File: src/rtl/dpc_pkg.sv
package dpc_pkg;

    localparam logic [2:0]   ACK_OK     = 3'b001;
    localparam logic [127:0] ALERT_SEQ  = 128'h19BC0EA2_E3DDAFE9_86852D95_6209F392;
    localparam logic [7:0]   ACT_SERIAL = 8'h1A;
    localparam int           WAKE_LEAD  = 8;
    localparam int           ALERT_LEN  = 128;
    localparam int           WAKE_GAP   = 4;
    localparam int           ACT_LEN    = 8;
    localparam int           WAKE_LEN   = WAKE_LEAD + ALERT_LEN + WAKE_GAP + ACT_LEN;
    localparam int           SWITCH_LEN = 16;

    localparam logic [3:0]   A_IDENT = 4'h0;
    localparam logic [3:0]   A_CTRL  = 4'h4;
    localparam logic [3:0]   A_BANK  = 4'h8;
    localparam logic [3:0]   A_TSEL  = 4'hC;
    localparam logic [31:0]  CLR_STICKY = 32'h0000_001E;
    localparam logic [31:0]  PWR_REQ    = 32'h5000_0000;

    typedef enum logic [3:0] {
        ST_IDLE = 4'd0,
        ST_LR1  = 4'd1,
        ST_SWT  = 4'd2,
        ST_LR2  = 4'd3,
        ST_WAKE = 4'd4,
        ST_TSEL = 4'd5,
        ST_RDID = 4'd6,
        ST_CLR  = 4'd7,
        ST_BANK = 4'd8,
        ST_PWR  = 4'd9,
        ST_POLL = 4'd10
    } dpc_step_e;

    typedef enum logic [1:0] {
        ERR_NONE    = 2'd0,
        ERR_ACK     = 2'd1,
        ERR_ID      = 2'd2,
        ERR_TIMEOUT = 2'd3
    } dpc_err_e;

    typedef enum logic [1:0] {
        LN_RESET  = 2'd0,
        LN_SWITCH = 2'd1,
        LN_WAKE   = 2'd2
    } dpc_line_e;

    typedef struct packed {
        logic        valid;
        logic        rnw;
        logic [3:0]  addr;
        logic [31:0] wdata;
    } dpc_xfer_t;

    function automatic logic wake_bit(input logic [7:0] i);
        logic [7:0] k;
        if (i < 8'(WAKE_LEAD)) return 1'b1;
        k = i - 8'(WAKE_LEAD);
        if (k < 8'(ALERT_LEN)) return ALERT_SEQ[k[6:0]];
        k = k - 8'(ALERT_LEN);
        if (k < 8'(WAKE_GAP)) return 1'b0;
        k = k - 8'(WAKE_GAP);
        return ACT_SERIAL[k[2:0]];
    endfunction

    function automatic dpc_xfer_t xfer_for(input dpc_step_e s, input logic [31:0] tsel);
        dpc_xfer_t x;
        x = '{valid: 1'b0, rnw: 1'b0, addr: 4'h0, wdata: 32'h0};
        case (s)
            ST_TSEL: x = '{valid: 1'b1, rnw: 1'b0, addr: A_TSEL,  wdata: tsel};
            ST_RDID: x = '{valid: 1'b1, rnw: 1'b1, addr: A_IDENT, wdata: 32'h0};
            ST_CLR:  x = '{valid: 1'b1, rnw: 1'b0, addr: A_IDENT, wdata: CLR_STICKY};
            ST_BANK: x = '{valid: 1'b1, rnw: 1'b0, addr: A_BANK,  wdata: 32'h0};
            ST_PWR:  x = '{valid: 1'b1, rnw: 1'b0, addr: A_CTRL,  wdata: PWR_REQ};
            ST_POLL: x = '{valid: 1'b1, rnw: 1'b1, addr: A_CTRL,  wdata: 32'h0};
            default: ;
        endcase
        return x;
    endfunction

endpackage

File: src/rtl/dpc_linegen.sv
module dpc_linegen
    import dpc_pkg::*;
#(
    parameter int          RESET_HIGH  = 56,
    parameter int          IDLE_LOW    = 2,
    parameter logic [15:0] SWITCH_CODE = 16'h79E7
) (
    input  logic      clk,
    input  logic      rst,
    input  logic      go,
    input  dpc_line_e go_op,
    output logic      line_en,
    output logic      line_bit,
    output logic      fin
);
    localparam int LR_LEN  = RESET_HIGH + IDLE_LOW;
    localparam int MAX_A   = (LR_LEN > WAKE_LEN) ? LR_LEN : WAKE_LEN;
    localparam int MAX_LEN = (MAX_A > SWITCH_LEN) ? MAX_A : SWITCH_LEN;
    localparam int CW      = $clog2(MAX_LEN + 1);

    logic          active_q;
    dpc_line_e     op_q;
    logic [CW-1:0] cnt_q;
    logic [CW-1:0] last_idx;
    logic [15:0]   sw_shift;
    logic          raw_bit;

    always_comb begin
        case (op_q)
            LN_SWITCH: last_idx = CW'(SWITCH_LEN - 1);
            LN_WAKE:   last_idx = CW'(WAKE_LEN - 1);
            default:   last_idx = CW'(LR_LEN - 1);
        endcase
    end

    assign sw_shift = SWITCH_CODE << cnt_q[3:0];

    always_comb begin
        case (op_q)
            LN_SWITCH: raw_bit = sw_shift[15];
            LN_WAKE:   raw_bit = wake_bit(cnt_q[7:0]);
            default:   raw_bit = (cnt_q < CW'(RESET_HIGH));
        endcase
    end

    assign line_en  = active_q;
    assign line_bit = active_q & raw_bit;
    assign fin      = active_q && (cnt_q == last_idx);

    always_ff @(posedge clk) begin
        if (rst) begin
            active_q <= 1'b0;
            op_q     <= LN_RESET;
            cnt_q    <= '0;
        end else if (!active_q) begin
            if (go) begin
                active_q <= 1'b1;
                op_q     <= go_op;
                cnt_q    <= '0;
            end
        end else if (fin) begin
            active_q <= 1'b0;
        end else begin
            cnt_q <= cnt_q + CW'(1);
        end
    end

endmodule

File: src/rtl/dpc_poll_ctr.sv
module dpc_poll_ctr #(
    parameter int POLL_MAX = 16
) (
    input  logic clk,
    input  logic rst,
    input  logic clr,
    input  logic bump,
    output logic last
);
    localparam int PW = (POLL_MAX > 1) ? $clog2(POLL_MAX) : 1;

    logic [PW-1:0] cnt_q;

    assign last = (cnt_q == PW'(POLL_MAX - 1));

    always_ff @(posedge clk) begin
        if (rst || clr) cnt_q <= '0;
        else if (bump)  cnt_q <= cnt_q + PW'(1);
    end

endmodule

File: src/rtl/dpc_connect.sv
module dpc_connect
    import dpc_pkg::*;
#(
    parameter int          RESET_HIGH  = 56,
    parameter int          IDLE_LOW    = 2,
    parameter logic [15:0] SWITCH_CODE = 16'h79E7,
    parameter int          POLL_MAX    = 16
) (
    input  logic        clk,
    input  logic        rst,
    input  logic        start,
    input  logic        mode_dormant,
    input  logic        multidrop,
    input  logic [31:0] targetsel,
    input  logic [31:0] expect_id,
    output logic        line_en,
    output logic        line_bit,
    output logic        xfer_req,
    output logic        xfer_rnw,
    output logic [3:0]  xfer_addr,
    output logic [31:0] xfer_wdata,
    input  logic        xfer_done,
    input  logic [2:0]  xfer_ack,
    input  logic [31:0] xfer_rdata,
    output logic        busy,
    output logic        done,
    output logic        ok,
    output logic [1:0]  err_code,
    output logic [3:0]  err_step,
    output logic [31:0] idcode
);
    dpc_step_e   st_q;
    dpc_step_e   line_next;
    dpc_err_e    err_q;
    dpc_step_e   err_step_q;
    dpc_line_e   line_op;
    dpc_xfer_t   xd;
    logic        issued_q, md_q, done_q, ok_q;
    logic [31:0] tsel_q, exp_q, id_q;
    logic        line_state, line_go, line_fin;
    logic        ack_good, pwr_up, poll_clr, poll_bump, poll_last;

    assign line_state = (st_q == ST_LR1) || (st_q == ST_SWT) ||
                        (st_q == ST_LR2) || (st_q == ST_WAKE);
    assign line_go    = line_state && !issued_q;

    always_comb begin
        case (st_q)
            ST_SWT:  begin line_op = LN_SWITCH; line_next = ST_LR2; end
            ST_WAKE: begin line_op = LN_WAKE;   line_next = ST_LR2; end
            ST_LR1:  begin line_op = LN_RESET;  line_next = ST_SWT; end
            default: begin line_op = LN_RESET;  line_next = md_q ? ST_TSEL : ST_RDID; end
        endcase
    end

    dpc_linegen #(
        .RESET_HIGH (RESET_HIGH),
        .IDLE_LOW   (IDLE_LOW),
        .SWITCH_CODE(SWITCH_CODE)
    ) u_line (
        .clk     (clk),
        .rst     (rst),
        .go      (line_go),
        .go_op   (line_op),
        .line_en (line_en),
        .line_bit(line_bit),
        .fin     (line_fin)
    );

    assign xd         = xfer_for(st_q, tsel_q);
    assign xfer_req   = xd.valid;
    assign xfer_rnw   = xd.rnw;
    assign xfer_addr  = xd.addr;
    assign xfer_wdata = xd.wdata;

    assign ack_good  = (xfer_ack == ACK_OK);
    assign pwr_up    = (xfer_rdata[31:28] == 4'hF);
    assign poll_clr  = (st_q == ST_PWR) && xfer_done && ack_good;
    assign poll_bump = (st_q == ST_POLL) && xfer_done && ack_good && !pwr_up;

    dpc_poll_ctr #(.POLL_MAX(POLL_MAX)) u_poll (
        .clk (clk),
        .rst (rst),
        .clr (poll_clr),
        .bump(poll_bump),
        .last(poll_last)
    );

    always_ff @(posedge clk) begin
        if (rst) begin
            st_q       <= ST_IDLE;
            issued_q   <= 1'b0;
            md_q       <= 1'b0;
            tsel_q     <= '0;
            exp_q      <= '0;
            id_q       <= '0;
            done_q     <= 1'b0;
            ok_q       <= 1'b0;
            err_q      <= ERR_NONE;
            err_step_q <= ST_IDLE;
        end else begin
            done_q <= 1'b0;
            case (st_q)
                ST_IDLE: if (start) begin
                    md_q       <= multidrop;
                    tsel_q     <= targetsel;
                    exp_q      <= expect_id;
                    id_q       <= '0;
                    ok_q       <= 1'b0;
                    err_q      <= ERR_NONE;
                    err_step_q <= ST_IDLE;
                    issued_q   <= 1'b0;
                    st_q       <= mode_dormant ? ST_WAKE : ST_LR1;
                end
                ST_LR1, ST_SWT, ST_LR2, ST_WAKE: begin
                    if (line_go) issued_q <= 1'b1;
                    if (line_fin) begin
                        issued_q <= 1'b0;
                        st_q     <= line_next;
                    end
                end
                ST_TSEL: if (xfer_done) st_q <= ST_RDID;
                ST_RDID: if (xfer_done) begin
                    if (!ack_good) begin
                        err_q <= ERR_ACK; err_step_q <= st_q; done_q <= 1'b1; st_q <= ST_IDLE;
                    end else begin
                        id_q <= xfer_rdata;
                        if (xfer_rdata != exp_q) begin
                            err_q <= ERR_ID; err_step_q <= st_q; done_q <= 1'b1; st_q <= ST_IDLE;
                        end else begin
                            st_q <= ST_CLR;
                        end
                    end
                end
                ST_CLR, ST_BANK, ST_PWR: if (xfer_done) begin
                    if (!ack_good) begin
                        err_q <= ERR_ACK; err_step_q <= st_q; done_q <= 1'b1; st_q <= ST_IDLE;
                    end else if (st_q == ST_CLR) begin
                        st_q <= ST_BANK;
                    end else if (st_q == ST_BANK) begin
                        st_q <= ST_PWR;
                    end else begin
                        st_q <= ST_POLL;
                    end
                end
                ST_POLL: if (xfer_done) begin
                    if (!ack_good) begin
                        err_q <= ERR_ACK; err_step_q <= st_q; done_q <= 1'b1; st_q <= ST_IDLE;
                    end else if (pwr_up) begin
                        ok_q <= 1'b1; done_q <= 1'b1; st_q <= ST_IDLE;
                    end else if (poll_last) begin
                        err_q <= ERR_TIMEOUT; err_step_q <= st_q; done_q <= 1'b1; st_q <= ST_IDLE;
                    end
                end
                default: st_q <= ST_IDLE;
            endcase
        end
    end

    assign busy     = (st_q != ST_IDLE);
    assign done     = done_q;
    assign ok       = ok_q;
    assign err_code = err_q;
    assign err_step = err_step_q;
    assign idcode   = id_q;

endmodule

File: config.mk
export PLATFORM = sky130hd
export DESIGN_NAME = dpc_connect
export DESIGN_NICKNAME = d
export VERILOG_FILES = /design/src/rtl/dpc_pkg.sv /design/src/rtl/dpc_linegen.sv /design/src/rtl/dpc_poll_ctr.sv /design/src/rtl/dpc_connect.sv
export SDC_FILE = /design/constraint.sdc
export NUM_CORES = 1
export LEC_CHECK = 0
export BUFFER_PORTS_ARGS = -buffer_cell sky130_fd_sc_hd__buf_4
export CAP_MARGIN = 10
export CORE_ASPECT_RATIO = 0.75
export CORE_UTILIZATION = 25
export DETAILED_ROUTE_END_ITERATION = 6
export GPL_ROUTABILITY_DRIVEN = 0
export PLACE_DENSITY = 0.51
export SLEW_MARGIN = 20
export SYNTH_ARGS = -nofsm -noshare
export SYNTH_HDL_FRONTEND = slang
export SYNTH_SLANG_ARGS = --single-unit
File: constraint.sdc
create_clock -name clk -period 2.5 [get_ports clk]
set_clock_uncertainty 0.1 [all_clocks]
set_input_delay 0.25 -clock clk [delete_from_list [all_inputs] [get_ports clk]]
set_output_delay 0.25 -clock clk [all_outputs]
set_load 0.02 [all_outputs]
Word-level counts from Yosys, hierarchy flattened
Memories as Yosys holds them, arrays and structs flattened.
Cells that the tools add are included.
W data, S select, Z words.

storage, ports and cells
  bits in registers = 125
  ROM bits = 136
  input port bits = 105
  output and inout bits = 81
  word-level logic and storage cells = 183
  memories kept = 2

operators by class
  add/sub/neg operators = 5
  $lt $le $gt $ge = 6
  equal/unequal tests = 33
  shifts and indexed selects = 1
  multiplexer cells = 89
  bitwise operators = 2
  reductions and logical operators = 31

memories
  memory           depth  width  rd ports  clocked after memory_dff  write ports  RTL line       source
  (no name shown)  128    1      1         0                         0            dpc_pkg.sv:58  if (k < 8'(ALERT_LEN)) return ALERT_SEQ[k[6:0]];
  (no name shown)  8      1      1         0                         0            dpc_pkg.sv:62  return ACT_SERIAL[k[2:0]];

operators by type and width
  cell                     number
  $pmux W38 S6             1
  $mux W32                 3
  $mux W4                  20
  $pmux W32 S2             1
  $mux W1                  35
  $ne A32 B32 Y1           1
  $mux W2                  13
  $mux W8                  3
  $pmux W4 S6              1
  $ne A2 B2 Y1 const B     11
  $eq A4 B4 Y1 const B     5
  $eq A4 B3 Y1 const B     4
  $pmux W4 S4              1
  $pmux W8 S2              1
  $shl A15 B4 Y16 const A  1
  $ne A3 B3 Y1 const B     4
  $mux W3                  3
  $reduce_and A9 Y1        1
  $add A8 B1 Y8 const B    1
  $eq A4 B2 Y1 const B     2
  $eq A8 B8 Y1             1
  $lt A7 B8 Y1 const B     1
  $lt A8 B3 Y1 const B     1
  $lt A8 B4 Y1 const B     1
  33 further kinds         51

Logic depth before layout (Yosys ltp)
Gate-level depths: netlist of the first run.

  depth after elaboration = 13
  depth in mapped cells = 9
  depth with buffers taken out = 8

Hierarchy
Synthesis of the first run repeated with hierarchy kept, for this count alone.

second synthesis, totals
  cells, all modules = 830
  area total of the unflattened synthesis = 6278.5 µm²

by module, submodules not included
  module        instances  cells an instance  area an instance (µm²)
  dpc_connect   1          659                4946.0
  dpc_linegen   1          153                1138.6
  dpc_poll_ctr  1          18                 193.9

Worst setup path after synthesis of the first run
OpenSTA, ideal clock, no wires.

  path type = reg-to-output
  from = reg u_line.cnt_q[0]
  to = out line_bit
  arrival = 2.040 ns
  data required time = 2.150 ns
  path slack = 0.110 ns
  cell stages (with the launch flop) = 9
  cells stage by stage = dfxtp_1 clkbuf_1 inv_1 ha_1 o21ai_0 mux4_2 nand2_1 nand2_1 a32o_1

between the ends
  cells in the longest elaborated chain, start to end = 12
  elaborated cells on any way between the ends = 28
  those cells by class = add/sub: 3; order compare: 4; shift: 1; mux: 17; bitwise: 1; memory: 2

RTL lines
  element                 RTL line           source
  start, declared         dpc_linegen.sv:23  logic [CW-1:0] cnt_q;
  start signal, assigned  dpc_linegen.sv:64  cnt_q <= cnt_q + CW'(1);
  $sub A8 B4 Y8           dpc_pkg.sv:57      k = i - 8'(WAKE_LEAD);
  $sub A8 B8 Y8           dpc_pkg.sv:59      k = k - 8'(ALERT_LEN);
  $lt A8 B3 Y1            dpc_pkg.sv:60      if (k < 8'(WAKE_GAP)) return 1'b0;
  $mux W1                 dpc_pkg.sv:60
  $mux W1                 dpc_pkg.sv:59
  $mux W1                 dpc_pkg.sv:57
  $mux W1                 dpc_linegen.sv:39  case (op_q)
  $mux W1                 dpc_pkg.sv:61      k = k - 8'(WAKE_GAP);
  $mux W1                 dpc_pkg.sv:59
  $mux W1                 dpc_pkg.sv:57
  $pmux W1 S2 (*)         dpc_linegen.sv:39
  $and A1 B1 Y1 (*)       dpc_linegen.sv:47  assign line_bit = active_q & raw_bit;
  end, declared           dpc_connect.sv:17  output logic line_bit,

Mark *: on every way between the ends. The rest lies on a longest branch, timed or not. The select of a mux whose other input is x is not followed.

Worst setup path in the final report of the first run
  from = reg u_line.cnt_q[3]
  to = out line_bit

The elaborated chain is that of the path after synthesis.

==> results of run 1 <==
## worst paths after layout
| kind | from | slack [ps] | end | depth (start not counted) |
|---|---|---|---|---|
| max | u_line.cnt_q[3]$_SDFFE_PP0P_ | -60 | line_bit | 7 |
| min | xfer_rdata[25] | 20 | idcode[25]$_SDFFE_PP0P_ | 3 |
| max reg2reg | u_line.cnt_q[3]$_SDFFE_PP0P_ | 140 | u_line.cnt_q[7]$_SDFFE_PP0P_ | 9 |
| min reg2reg | tsel_q[22]$_SDFFE_PP0P_ | 350 | tsel_q[22]$_SDFFE_PP0P_ | 2 |
## layout make-up
class,count,area (µm²),share of cell area
Tap cell,331,414,0.0421
Sequential cell,125,2510,0.256
Inverter,13,55.1,0.00560
Multi-Input combinational cell,628,3640,0.370
Clock inverter,14,136,0.0139
Clock buffer,18,429,0.0437
Timing Repair Buffer,312,2650,0.269
## worst max-delay path, stage by stage (launching register included)
cell and delay, ps:
dfxtp_2 330, inv_1 70, ha_4 180, xor2_4 180
o311ai_0 470, nand3_1 130, a32o_1 290, buf_6 130
## kinds of logic (layout without fill, tap and decap cells)
family | after synthesis | in the layout | synth area share
AO/OA/AOI/OAI | 190 | 190 | 0.178
adder cells (fa/ha/maj) | 11 | 11 | 0.0220
flip-flops | 125 | 125 | 0.399
XOR/XNOR | 41 | 41 | 0.0573
multiplexers | 8 | 8 | 0.0150
buffers and inverters | 76 | 357 | 0.0511
AND/OR/NAND/NOR | 375 | 376 | 0.277
other | 1 | 2 | 0.000599
## metrics by stage
| step | setup TNS (ps) | util |
|---|---|---|
| after floorplan | 0 | - |
| after global placement | 0 | 0.336 |
| after detailed placement | 0 | 0.336 |
| after CTS | -21.1 | 0.400 |
| after global routing | -131 | 0.405 |
| final | -61.9 | 0.405 |
## power groups by stage
stage,logic [mW],registers [mW],clock network [mW]
after floorplan,1.57,2.44,0
after global placement,2.47,2.49,0
after detailed placement,2.47,2.50,0
after CTS,2.65,2.47,2.47
after global routing,3.04,2.51,2.57
final,2.76,2.47,2.41
## timing repair
| item | 4_1_cts | 5_1_grt |
|---|---|---|
| pin swaps | 4 | 7 |
| hold buffers | 84 | 0 |
| endpoints found under the setup margin | 22 | 41 |
| setup buffers | 7 | 1 |
| cloned | 0 | 1 |
| gates resized for setup | 28 | 20 |
| hold endpoints to repair | 84 | 0 |
## layout by cell type, fill, tap and decap left out, types with 6 or more instances in the layout
cell type and instances:
dlygate4sd3_1 84, dfxtp_2 8, o21ai_0 19, mux2i_1 6, nor3_1 6, nand2b_1 7, nand2_1 194, clkbuf_16 17
xor2_1 10, dfxtp_1 117, nand4_1 15, or3_1 6, and2_1 26, ha_1 6, a211oi_1 8, nand3_1 44
buf_4 218, buf_12 6, inv_1 10, xnor2_1 27, a21oi_1 125, nor2_1 40
## flip-flops by register name (all words and copies together) (netlist names), 4 cells and up
register and cells:
u_line.cnt_q 8, err_step 4, idcode 32, u_poll.cnt_q 4, exp_q 32, st_q 4
tsel_q 32
## layer usage
layer,vias up,wire (µm),global-route usage
met4,0,308,0.0557
met5,-,0,0
met2,199,10100,0.266
met1,3121,10800,0.247
li1,3360,-,-
met3,20,1380,0.0415
==> impl_metrics.json, run 1 <==
{
  "cts_root_buffer": "clkbuf_16",
  "p_sw_mw": 2.83,
  "seq_area_frac_synth": 0.399,
  "syn_area_per_cell_um2": 7.58,
  "cts_tree": "done",
  "track_usage": 0.177,
  "path_class": "flop to output port",
  "clk_pin_slew_worst_paths_ps": 60,
  "synthTopCellsByArea": "dfxtp_1 40%, nand2_1 12%, a21oi_1 10%",
  "fmax_ghz": 0.390,
  "dieArea_mm2": 0.0257,
  "final-max-slew-violation-count": 0,
  "status": "finished, violations left",
  "grt_max_degree": 66,
  "hold_slack_ps": 18.6,
  "antenna_left": 0,
  "mappedNetlistArea_mm2": 0.00626,
  "initial_core_util": 0.258,
  "cp.required_ps": 2150,
  "p_comb_frac": 0.361,
  "fin_ws_ps": -61.9,
  "antenna_found_initial": 0,
  "critical_path.max_fanout": 8,
  "cts_buffers": 17,
  "yosysUniqueCellTypes": 65,
  "core_area_mm2": 0.0243,
  "stdcell_count": 1441,
  "pre_cts_ws_ps": 24.8,
  "clk_path_buf_depth": 2,
  "htree_levels": 4,
  "rows": 49,
  "route.detailed.drc": 0,
  "dp_hpwl_mm": 15.6,
  "nNetsFinal": 1213,
  "insertion_delay_ps": 420,
  "peakVddDrop_uv": 417,
  "p_leak_nw": 3.90,
  "rsz0062_at_grt": "yes",
  "ys_top_cells_by_count": "195 x nand2_1, 125 x a21oi_1, 125 x dfxtp_1",
  "drt-initial-drc-count": 328,
  "synth_enable_flop_cells": 0,
  "setup_viol": 1,
  "grt_pass1_wl_mm": 35.4,
  "io_pins": 186,
  "clkPwrFrac": 0.316,
  "critPathArrivalTime_ps": 2210,
  "yosysMostFrequentCell": "nand2_1",
  "power.density_mw_per_mm2": 778,
  "power.total_mw": 7.65,
  "num_vias": 6700,
  "final.period_utilization": 1.02,
  "n_antenna_cell": 0,
  "start_kind": "flop",
  "tightestPinTransition_ps": 652,
  "wl_per_cell_um": 15.6,
  "drt-pass1-iter-count": 5,
  "yosysWarnings": 0,
  "synth_top_area_cell": "dfxtp_1",
  "die_w_um": 185,
  "clock-sinks": 125,
  "post-route-min-period_ps": 2560,
  "yosys.area.top_type_share": 0.399,
  "synth-async-reset-ratio": 0,
  "failed_checks": "setup timing",
  "hold_viol": 0,
  "die_h_um": 139,
  "dpl_cell_area_mm2": 0.00816,
  "endpoint_kind": "output port",
  "place_inst": 1316,
  "drv_cap": 0,
  "swShare": 0.370,
  "fill_cells": 2520,
  "synthCells": 827,
  "relSlewSlack": 0.565,
  "syn_to_final_growth_pct": 56.9,
  "totalWireLength_mm": 22.5,
  "stdcell_area_mm2": 0.00983,
  "synth_seq_cells": 125,
  "io_buffers": 183,
  "grt_pass1_vias": 6403,
  "hp-class": "input port to flop",
  "p_int_mw": 4.81,
  "viasPerCell": 4.65,
  "overflow": 0,
  "drive_gt1_frac": 0.280,
  "ys.flop_type": "dfxtp_1",
  "power_frac_seq": 0.324
}
Power figures use the tool's default switching activity.
==> run 2, diff against run 1 <==
- CORE_MARGIN: unset -> 1.5
- SYNTH_HIERARCHICAL: unset -> 1
==> impl_metrics.json, run 2 <==
{
  "initial_core_util": 0.253,
  "viasPerCell": 4.61,
  "final-max-slew-violation-count": 0,
  "synth-simple-area-share": 0.292,
  "n_antenna_cell": 0,
  "yosysUniqueCellTypes": 66,
  "syn_area_per_cell_um2": 7.56,
  "post-route-min-period_ps": 2590,
  "mostFrequentLayoutCells": "224 x buf_4, 185 x nand2_1, 122 x a21oi_1, 122 x dfxtp_1, 94 x dlygate4sd3_1",
  "tightestPinTransition_ps": 626,
  "endpoint_kind": "output port",
  "drt-initial-drc-count": 411,
  "synth_fa_ha_area_frac": 0.0219,
  "met1_usage": 0.238,
  "yosysMostFrequentCell": "nand2_1",
  "relSlewSlack": 0.577,
  "setup_viol": 1,
  "cts_root_buffer": "clkbuf_16",
  "drt-pass1-iter-count": 4,
  "cp_num_buf_inv": 3,
  "tns_ps": -88.2,
  "synth_top_family_by_area": "simple AND/OR/NAND/NOR gates",
  "synth_compound_area_frac": 0.173,
  "critical_path.max_fanout": 4,
  "mappedNetlistArea_mm2": 0.00628,
  "synth_seq_cells": 125,
  "stdcell_count": 1467,
  "die_h_um": 140,
  "pre_cts_ws_ps": 19.6,
  "num_vias": 6767,
  "synthMuxAreaShare": 0.00877,
  "totalWireLength_mm": 22.4,
  "power.density_mw_per_mm2": 820,
  "synth_top_area_cell": "dfxtp_1",
  "rsz0062_at_grt": "yes",
  "path_class": "flop to output port",
  "wl_per_cell_um": 15.3,
  "rows": 50,
  "cts_tree": "done",
  "synthCells": 830,
  "io_buffers": 183,
  "antenna_found_initial": 0,
  "nNetsFinal": 1232,
  "cts_buffers": 17,
  "hold_slack_ps": 31.5,
  "fin_ws_ps": -88.2,
  "cp.required_ps": 2150,
  "yosys.area.top_type_share": 0.399,
  "synth_xor_area_frac": 0.0544,
  "die_w_um": 186,
  "status": "finished, violations left",
  "track_usage": 0.173,
  "ys_top_cells_by_count": "186 x nand2_1, 125 x dfxtp_1, 123 x a21oi_1",
  "overflow": 0,
  "power.total_mw": 8.21,
  "dp_hpwl_mm": 15.7,
  "drive_gt1_frac": 0.264,
  "layout_commonest_cell": "buf_4",
  "cp_cell_sequence": "inv_4 > buf_4 > ha_1 > nand2b_1 > a311oi_2 > o211ai_1 > a31o_2 > a21oi_2 > buf_6",
  "p_leak_nw": 4.12,
  "place_inst": 1338,
  "peakVddDrop_uv": 752,
  "hold_viol": 0,
  "grt_max_degree": 58,
  "cp_top_family": "compound AO/OA/AOI/OAI gates",
  "synth_enable_flop_cells": 0,
  "core_area_mm2": 0.0248,
  "drv_cap": 0,
  "synth-async-reset-ratio": 0,
  "seq_area_frac_synth": 0.399,
  "insertion_delay_ps": 430,
  "io_pins": 186,
  "grt_pass1_vias": 6547,
  "start_kind": "flop",
  "grt_util_met3": 0.0494,
  "synthTopCellsByArea": "dfxtp_1 40%, nand2_1 11%, a21oi_1 9.8%",
  "cp_slowest_stage_delay_ps": 350,
  "failed_checks": "setup timing",
  "route.detailed.drc": 0,
  "yosysWarnings": 6,
  "slowest_stage": "dfxtp_2",
  "clk_path_buf_depth": 2,
  "fmax_ghz": 0.386,
  "critPathArrivalTime_ps": 2240,
  "htree_levels": 4,
  "busiest_layer": "met2",
  "clk_pin_slew_worst_paths_ps": 60,
  "hp-class": "input port to flop",
  "ys.flop_type": "dfxtp_1",
  "antenna_left": 0,
  "grt_util_met2": 0.266,
  "syn_to_final_growth_pct": 59.5,
  "final.period_utilization": 1.04,
  "clock-sinks": 125,
  "dieArea_mm2": 0.0261,
  "grt_pass1_wl_mm": 35.1
}
## run 2: cell count changes after synthesis, moves of 9 or more
| cell | before | now |
|---|---|---|
| nor2b_1 | 4 | 13 |
| o21ai_0 | 22 | 7 |
| xor2_1 | 11 | 29 |
| nand2_1 | 195 | 186 |
| xnor2_1 | 30 | 10 |
## run 2: what timing repair did
item / 4_1_cts / 5_1_grt
hold endpoints to repair: 94 / 0
gates cloned: 0 / 0
hold buffers: 94 / 0
pin swaps: 6 / 3
resized for setup: 17 / 7
endpoints found under the setup margin: 27 / 32
buffers inserted: 1 / 2
## run 2: through the flow
stage,utilization,area [µm²]
after floorplan,-,6280
after global routing,0.403,10000
after CTS,0.401,9970
after global placement,0.334,8300
final,0.403,10000
after detailed placement,0.334,8300
## run 2: where the power goes
group / switching (mW) / internal, mW / total [mW]
Combinational: 1.73 / 1.20 / 2.93
Clock: 1.02 / 1.79 / 2.81
Sequential: 0.197 / 2.27 / 2.47
## run 2: cells by family (layout without fill, tap and decap cells)
group / Yosys count / in the layout
adders and majority gates: 11 / 11
and+or+nand+nor: 385 / 385
xor gates and xnor gates: 39 / 39
buffers and inverters: 79 / 377
DFF: 125 / 125
other: 1 / 2
muxes: 5 / 5
AOI/OAI and AO/OA: 185 / 185
## run 2: routing by layer
layer | share of wire | up-vias
li1 | - | 3407
met1 | 0.49 | 3162
met2 | 0.43 | 181
met3 | 0.062 | 17
met4 | 0.0098 | 0
met5 | 0 | -
## run 2: area by class of cell
| type | instances | area [µm²] |
|---|---|---|
| fillers | 2563 | 14800 |
| multi-input cells | 627 | 3560 |
| flip-flops and latches | 125 | 2510 |
| well taps | 338 | 423 |
| repair buffers | 327 | 2790 |
| clock buffers | 17 | 425 |
| inverters | 18 | 72.6 |
| clock inverters | 15 | 235 |
## run 2: worst paths after layout
kind / depth (start not counted) / slack [ps] / end / from
worst max-delay path: 9 / -90 / line_bit / u_line/cnt_q[0]$_SDFFE_PP0P_
worst max register to register: 10 / 170 / st_q[1]$_SDFFE_PP0P_ / u_line/op_q[0]$_SDFFE_PP0P_
worst min-delay path: 3 / 30 / idcode[0]$_SDFFE_PP0P_ / xfer_rdata[0]
worst min register to register: 2 / 350 / tsel_q[7]$_SDFFE_PP0P_ / tsel_q[7]$_SDFFE_PP0P_
## run 2: worst register-to-register path, stage by stage (launching register included)
cell	delay [ps]
dfxtp_1	330
inv_1	80
ha_1	230
xor2_1	150
or4_4	450
nor4b_4	230
nor2_1	100
a211oi_1	180
buf_4	160
nor2_1	60
o2bb2ai_1	160
